File: src/rtl/nzcv_alu.sv
module nzcv_alu #(
  parameter int W = 32
) (
  input  logic         clk,
  input  logic         rst,
  input  logic [3:0]   op,
  input  logic [W-1:0] a,
  input  logic [W-1:0] b,
  input  logic         set_flags,
  input  logic         clr_flags,
  output logic [W-1:0] res,
  output logic         res_we,
  output logic [3:0]   flags,
  output logic [3:0]   flags_nxt
);
  localparam logic [3:0] OP_AND = 4'd0,  OP_EOR = 4'd1,  OP_SUB = 4'd2,  OP_ADD = 4'd4;
  localparam logic [3:0] OP_ADC = 4'd5,  OP_SBC = 4'd6,  OP_TST = 4'd8,  OP_TEQ = 4'd9;
  localparam logic [3:0] OP_CMP = 4'd10, OP_CMN = 4'd11, OP_ORR = 4'd12, OP_MOV = 4'd13;
  localparam logic [3:0] OP_BIC = 4'd14, OP_MVN = 4'd15;

  logic         c_q;
  logic         is_add, is_sub, is_arith, is_cmp, is_rsv, is_logic;
  logic         cin, v_raw, upd_nz, upd_cv;
  logic [W-1:0] y;
  logic [W:0]   sum;

  assign c_q      = flags[1];
  assign is_add   = (op == OP_ADD) || (op == OP_ADC) || (op == OP_CMN);
  assign is_sub   = (op == OP_SUB) || (op == OP_SBC) || (op == OP_CMP);
  assign is_arith = is_add || is_sub;
  assign is_cmp   = (op[3:2] == 2'b10);
  assign is_rsv   = (op == 4'd3) || (op == 4'd7);
  assign is_logic = !is_arith && !is_cmp && !is_rsv;

  assign y   = is_sub ? ~b : b;
  assign cin = ((op == OP_ADC) || (op == OP_SBC)) ? c_q : (op == OP_SUB) || (op == OP_CMP);
  assign sum = {1'b0, a} + {1'b0, y} + {{W{1'b0}}, cin};
  assign v_raw = (a[W-1] == y[W-1]) && (sum[W-1] != a[W-1]);

  always_comb begin
    case (op)
      OP_AND, OP_TST: res = a & b;
      OP_EOR, OP_TEQ: res = a ^ b;
      OP_ORR:         res = a | b;
      OP_BIC:         res = a & ~b;
      OP_MOV:         res = b;
      OP_MVN:         res = ~b;
      default:        res = is_arith ? sum[W-1:0] : '0;
    endcase
  end

  assign res_we = !is_cmp && !is_rsv;
  assign upd_nz = !is_rsv && (is_cmp || set_flags);
  assign upd_cv = is_arith && (is_cmp || set_flags);

  always_comb begin
    if (clr_flags) flags_nxt = 4'b0000;
    else flags_nxt = { upd_nz ? res[W-1]   : flags[3],
                       upd_nz ? (res == '0) : flags[2],
                       upd_cv ? sum[W]     : flags[1],
                       upd_cv ? v_raw      : flags[0] };
  end

  always_ff @(posedge clk) begin
    if (rst) flags <= 4'b0000;
    else     flags <= flags_nxt;
  end


  logic_keeps_cv_chk: assert property (@(posedge clk) disable iff (rst)
    (is_logic && !clr_flags) |=> (flags[1:0] == $past(flags[1:0])));

  cmp_no_write_chk: assert property (@(posedge clk) disable iff (rst)
    is_cmp |-> !res_we);

  hold_flags_chk: assert property (@(posedge clk) disable iff (rst)
    (!set_flags && !is_cmp && !clr_flags) |=> $stable(flags));

  clear_flags_chk: assert property (@(posedge clk) disable iff (rst)
    clr_flags |=> (flags == 4'b0000));

  reserved_noop_chk: assert property (@(posedge clk) disable iff (rst)
    (is_rsv && !clr_flags) |=> ($stable(flags) && $past(!res_we)));

  zero_flag_chk: assert property (@(posedge clk) disable iff (rst)
    (is_arith && set_flags && !clr_flags) |=> (flags[2] == ($past(res) == '0)));
endmodule

File: config.mk
export PLATFORM = sky130hd
export DESIGN_NAME = nzcv_alu
export DESIGN_NICKNAME = d
export VERILOG_FILES = /design/src/rtl/nzcv_alu.sv
export SDC_FILE = /design/constraint.sdc
export NUM_CORES = 1
export LEC_CHECK = 0
export BUFFER_PORTS_ARGS = -buffer_cell sky130_fd_sc_hd__buf_2
export CORE_UTILIZATION = 60
export CTS_BUF_LIST = sky130_fd_sc_hd__clkbuf_4
export CTS_CLUSTER_SIZE = 14
export DETAILED_ROUTE_END_ITERATION = 8
export GPL_TIMING_DRIVEN = 0
export HOLD_SLACK_MARGIN = 0.06
export PLACE_DENSITY = 0.87
export SYNTH_ARGS = -nofsm -noshare
export SYNTH_HDL_FRONTEND = slang
export SYNTH_SLANG_ARGS = --single-unit
File: constraint.sdc
create_clock -name clk -period 19.3 [get_ports clk]
set_input_delay 1.93 -clock clk [delete_from_list [all_inputs] [get_ports clk]]
set_output_delay 1.93 -clock clk [all_outputs]
set_load 0.05 [all_outputs]
==> insert_results.sql <==
INSERT INTO impl_metrics (metric_group, metric, value, unit) VALUES
('logic_synthesis', 'synth.ff_latch_count', '4', ''),
('worst_hold_path', 'hp-start', 'flags[0]', ''),
('clock_tree', 'max-clock-path-buffers', '2', ''),
('clock_tree', 'tritoncts_num_sinks', '4', ''),
('worst_setup_path', 'timing.critical_path.required', '17.37', 'ns'),
('worst_setup_path', 'regToRegEndpoint', 'flags[2]', ''),
('placed_design', 'dp.final_hpwl', '15600', 'um'),
('grt', 'gr-total-overflow', '0', ''),
('logic_synthesis', 'synthesis.instances', '750', ''),
('worst_setup_path', 'path_class', 'primary input to output port', ''),
('route', 'detail-route-antenna-nets', '0', ''),
('pwr', 'power.switching', '204', 'uW'),
('finish', 'design.final.nets', '1000', ''),
('placed_design', 'placed_cells', '960', ''),
('worst_setup_path', 'critical_path.reg2reg.startpoint', 'flags[1]', ''),
('finish', 'layout_cells_excl_fill', '963', ''),
('sta', 'final.setup.worst_slack', '8.22', 'ns'),
('logic_synthesis', 'ys_dominant_reg_cell', 'sky130_fd_sc_hd__dfxtp_1', ''),
('pwr', 'vdd_ir_max', '33.7', 'uV'),
('worst_setup_path', 'timing.critical_path.to_type', 'output port', ''),
('finish', 'max_flop_register', 'flags', ''),
('sta', 'skew', '0.000578', 'ns'),
('clock_tree', 'cts_root_buf', 'sky130_fd_sc_hd__clkbuf_4', ''),
('placed_design', 'place.gp.congestion', '0.946', ''),
('clock_tree', 'postCtsResizedCells', '0', ''),
('finish', 'flow.area_growth_from_synthesis', '13.9', '%'),
('logic_synthesis', 'post_synthesis_cell_type_count', '80', ''),
('finish', 'largestRegisters', 'flags (4)', ''),
('floorplan', 'chipHeight', '93.0', 'um'),
('worst_hold_path', 'hold_wc_path_type', 'register to register', ''),
('route', 'dr.pass1.iters', '7', ''),
('sta', 'timing.final.hold_violations', '0', ''),
('grt', 'antenna_found_initial', '0', ''),
('job', 'cap_viol_max_count', '0', ''),
('clock_tree', 'insertion_delay', '0.24', 'ns'),
('worst_hold_path', 'min_to', 'flags[0]', ''),
('grt', 'grt_overall_usage', '43.3', '%'),
('clock_tree', 'clkTransAtPathRegs', '0.04', 'ns'),
('logic_synthesis', 'postSynthAreaPerCell', '6.62', 'um^2'),
('sta', 'finalSetupViolCount', '0', ''),
('route', 'drt-vias-per-instance', '6.90', ''),
('worst_setup_path', 'critPathLaunchType', 'primary input', ''),
('floorplan', 'io_pins', '113', ''),
('sta', 'timing.final.crit_share', '57.4', '%'),
('clock_tree', 'cts_hold_buffers', '0', ''),
('logic_synthesis', 'async_reset_ff_share', '0', '%'),
('grt', 'grt_pass1_vias', '6033', ''),
('clock_tree', 'cts_inserted_buffers', '3', ''),
('route', 'routed_wl', '19500', 'um'),
('floorplan', 'core_area', '7850', 'um^2'),
('route', 'drc', '0', ''),
('finish', 'diodes', '0', ''),
('floorplan', 'die-area', '8650', 'um^2'),
('sta', 'tightest_slew', '1.10', 'ns'),
('route', 'routedWlPerCell', '20.2', 'um'),
('sta', 'highest_clock_rate', '90.3', 'MHz'),
('sta', 'relSlewSlack', '26.6', '%'),
('pwr', 'power.density', '54.6', 'nW/um^2'),
('sta', 'finalSetupTns', '0', 'ns'),
('floorplan', 'rows', '32', ''),
('run_status', 'outcome', 'finished, final reports clean', ''),
('worst_setup_path', 'timing.critical_path.arrival', '9.15', 'ns'),
('finish', 'drive_above_1_share', '17.8', '%'),
('pwr', 'share_comb_of_total_power', '93.7', '%'),
('finish', 'filler_cell_count', '686', ''),
('route', 'drt_first_iter_violations', '616', ''),
('grt', 'grt_max_degree', '11', ''),
('pwr', 'share_of_power_burned_in_the_clock_network', '3.4', '%'),
('sta', 'report.final.slew_viol_count', '0', ''),
('sta', 'whs', '0.501', 'ns'),
('clock_tree', 'post_cts_buffers', '0', '');
## worst max-delay path: stages
cell,delay (ns)
sky130_fd_sc_hd__buf_2,0.17
sky130_fd_sc_hd__buf_2,0.25
sky130_fd_sc_hd__buf_2,0.35
sky130_fd_sc_hd__clkbuf_1,0.47
sky130_fd_sc_hd__clkbuf_1,0.46
sky130_fd_sc_hd__nor2b_1,0.25
sky130_fd_sc_hd__nand2_1,0.22
sky130_fd_sc_hd__buf_1,0.50
sky130_fd_sc_hd__xnor2_1,0.27
sky130_fd_sc_hd__fa_1,0.45
sky130_fd_sc_hd__a211oi_1,0.38
sky130_fd_sc_hd__o21ai_0,0.31
sky130_fd_sc_hd__a21boi_1,0.37
sky130_fd_sc_hd__nor3_1,0.15
sky130_fd_sc_hd__o21ai_0,0.52
sky130_fd_sc_hd__a211oi_1,0.16
sky130_fd_sc_hd__a311o_1,0.35
sky130_fd_sc_hd__nor4_1,0.50
sky130_fd_sc_hd__or4b_2,0.63
sky130_fd_sc_hd__o22ai_1,0.14
sky130_fd_sc_hd__buf_2,0.29
## cell usage in the layout (no fill, tap or decap), drive strengths merged, types with 15 or more instances in the layout
master    n
a21oi    69
buf     129
clkbuf   29
ha       63
inv      83
nand2    68
nor2     51
nor3     17
o211ai   15
o21ai    60
xnor2    48
## kinds of logic after synthesis
family                   count (synthesis)  synth area share, %
multiplexers                            20                 4.26
adder cells (fa/ha/maj)                 65                 16.7
XOR/XNOR                                60                 10.6
AO/OA/AOI/OAI                          262                 35.4
buffers and inverters                  130                 10.6
AND/OR/NAND/NOR                        209                 20.8
flip-flops                               4                 1.61
## metal layers
layer	up-vias	track usage, %	share of wire (%)
li1	2962	-	-
met1	2987	56.1	39
met2	560	66.4	42
met3	135	8.05	14
met4	0	25.6	6.4
met5	-	0	0
## per-stage QoR
stage                     utilization (%)  power [mW]  area (um^2)
after global routing                 72.1       0.325         5660
final                                72.1       0.309         5660
after detailed placement             71.8       0.287         5640
after CTS                            72.1       0.299         5660
after floorplan                         -       0.214         4970
after global placement               71.8       0.282         5640
## worst max-delay path by stage
stage               start      endpoint  slack, ns
floorplan           op[1]  flags_nxt[2]       9.18
global placement    op[1]  flags_nxt[2]       8.80
detailed placement  op[1]  flags_nxt[2]       8.66
CTS                 op[1]  flags_nxt[2]       8.60
global route        op[1]  flags_nxt[2]       8.10
finish              op[1]  flags_nxt[2]       8.22
## cell usage after synthesis (4+ instances only)
cell                        instances  share of area (%)
sky130_fd_sc_hd__o21bai_1           4               0.60
sky130_fd_sc_hd__o32a_1             4               0.81
sky130_fd_sc_hd__nor2b_1            4               0.50
sky130_fd_sc_hd__nor2_1            50                3.8
sky130_fd_sc_hd__nor3_1            16                1.6
sky130_fd_sc_hd__o211ai_1          15                2.3
sky130_fd_sc_hd__o22ai_1           10                1.3
sky130_fd_sc_hd__a21oi_1           69                7.0
sky130_fd_sc_hd__nor4_1             6               0.76
sky130_fd_sc_hd__a21o_1            10                1.5
sky130_fd_sc_hd__o2111ai_1          4               0.71
sky130_fd_sc_hd__ha_1              63                 16
sky130_fd_sc_hd__a211oi_1          13                2.0
sky130_fd_sc_hd__nand2b_1           7               0.88
sky130_fd_sc_hd__or3_1              6               0.76
sky130_fd_sc_hd__dfxtp_1            4                1.6
sky130_fd_sc_hd__o32ai_1            8                1.4
sky130_fd_sc_hd__o31ai_1           10                1.5
sky130_fd_sc_hd__nand3_1            9               0.91
sky130_fd_sc_hd__xor2_1            12                2.1
sky130_fd_sc_hd__mux2_2             9                2.0
sky130_fd_sc_hd__mux2i_1           11                2.2
sky130_fd_sc_hd__a22oi_1           10                1.5
sky130_fd_sc_hd__clkbuf_1          25                1.9
sky130_fd_sc_hd__nand4_1           11                1.4
sky130_fd_sc_hd__buf_2             10                1.0
sky130_fd_sc_hd__buf_1              6               0.45
sky130_fd_sc_hd__nand2_1           68                5.1
sky130_fd_sc_hd__xnor2_1           48                8.5
sky130_fd_sc_hd__o21ai_0           58                5.8
sky130_fd_sc_hd__inv_1             83                6.3
sky130_fd_sc_hd__o21a_1             5               0.76
## power by group through the flow
stage          Clock [mW]  Combinational (mW)  Sequential [mW]
2_1_floorplan           0               0.204          0.00991
3_3_place_gp            0               0.273          0.00886
3_5_place_dp            0               0.279          0.00888
4_1_cts            0.0109               0.280          0.00876
5_1_grt            0.0114               0.305          0.00878
6_report           0.0106               0.289          0.00876
## final cells by class
type | count | area (um^2) | share of cell area [%]
clock buffers | 3 | 22.5 | 0.398
flip-flops and latches | 4 | 80.1 | 1.42
plain buffers | 47 | 216 | 3.83
well taps | 102 | 128 | 2.26
inverters | 83 | 312 | 5.51
repair buffers | 108 | 541 | 9.55
multi-input cells | 616 | 4360 | 77.0
Note: power is estimated with default switching activity, not from simulation.
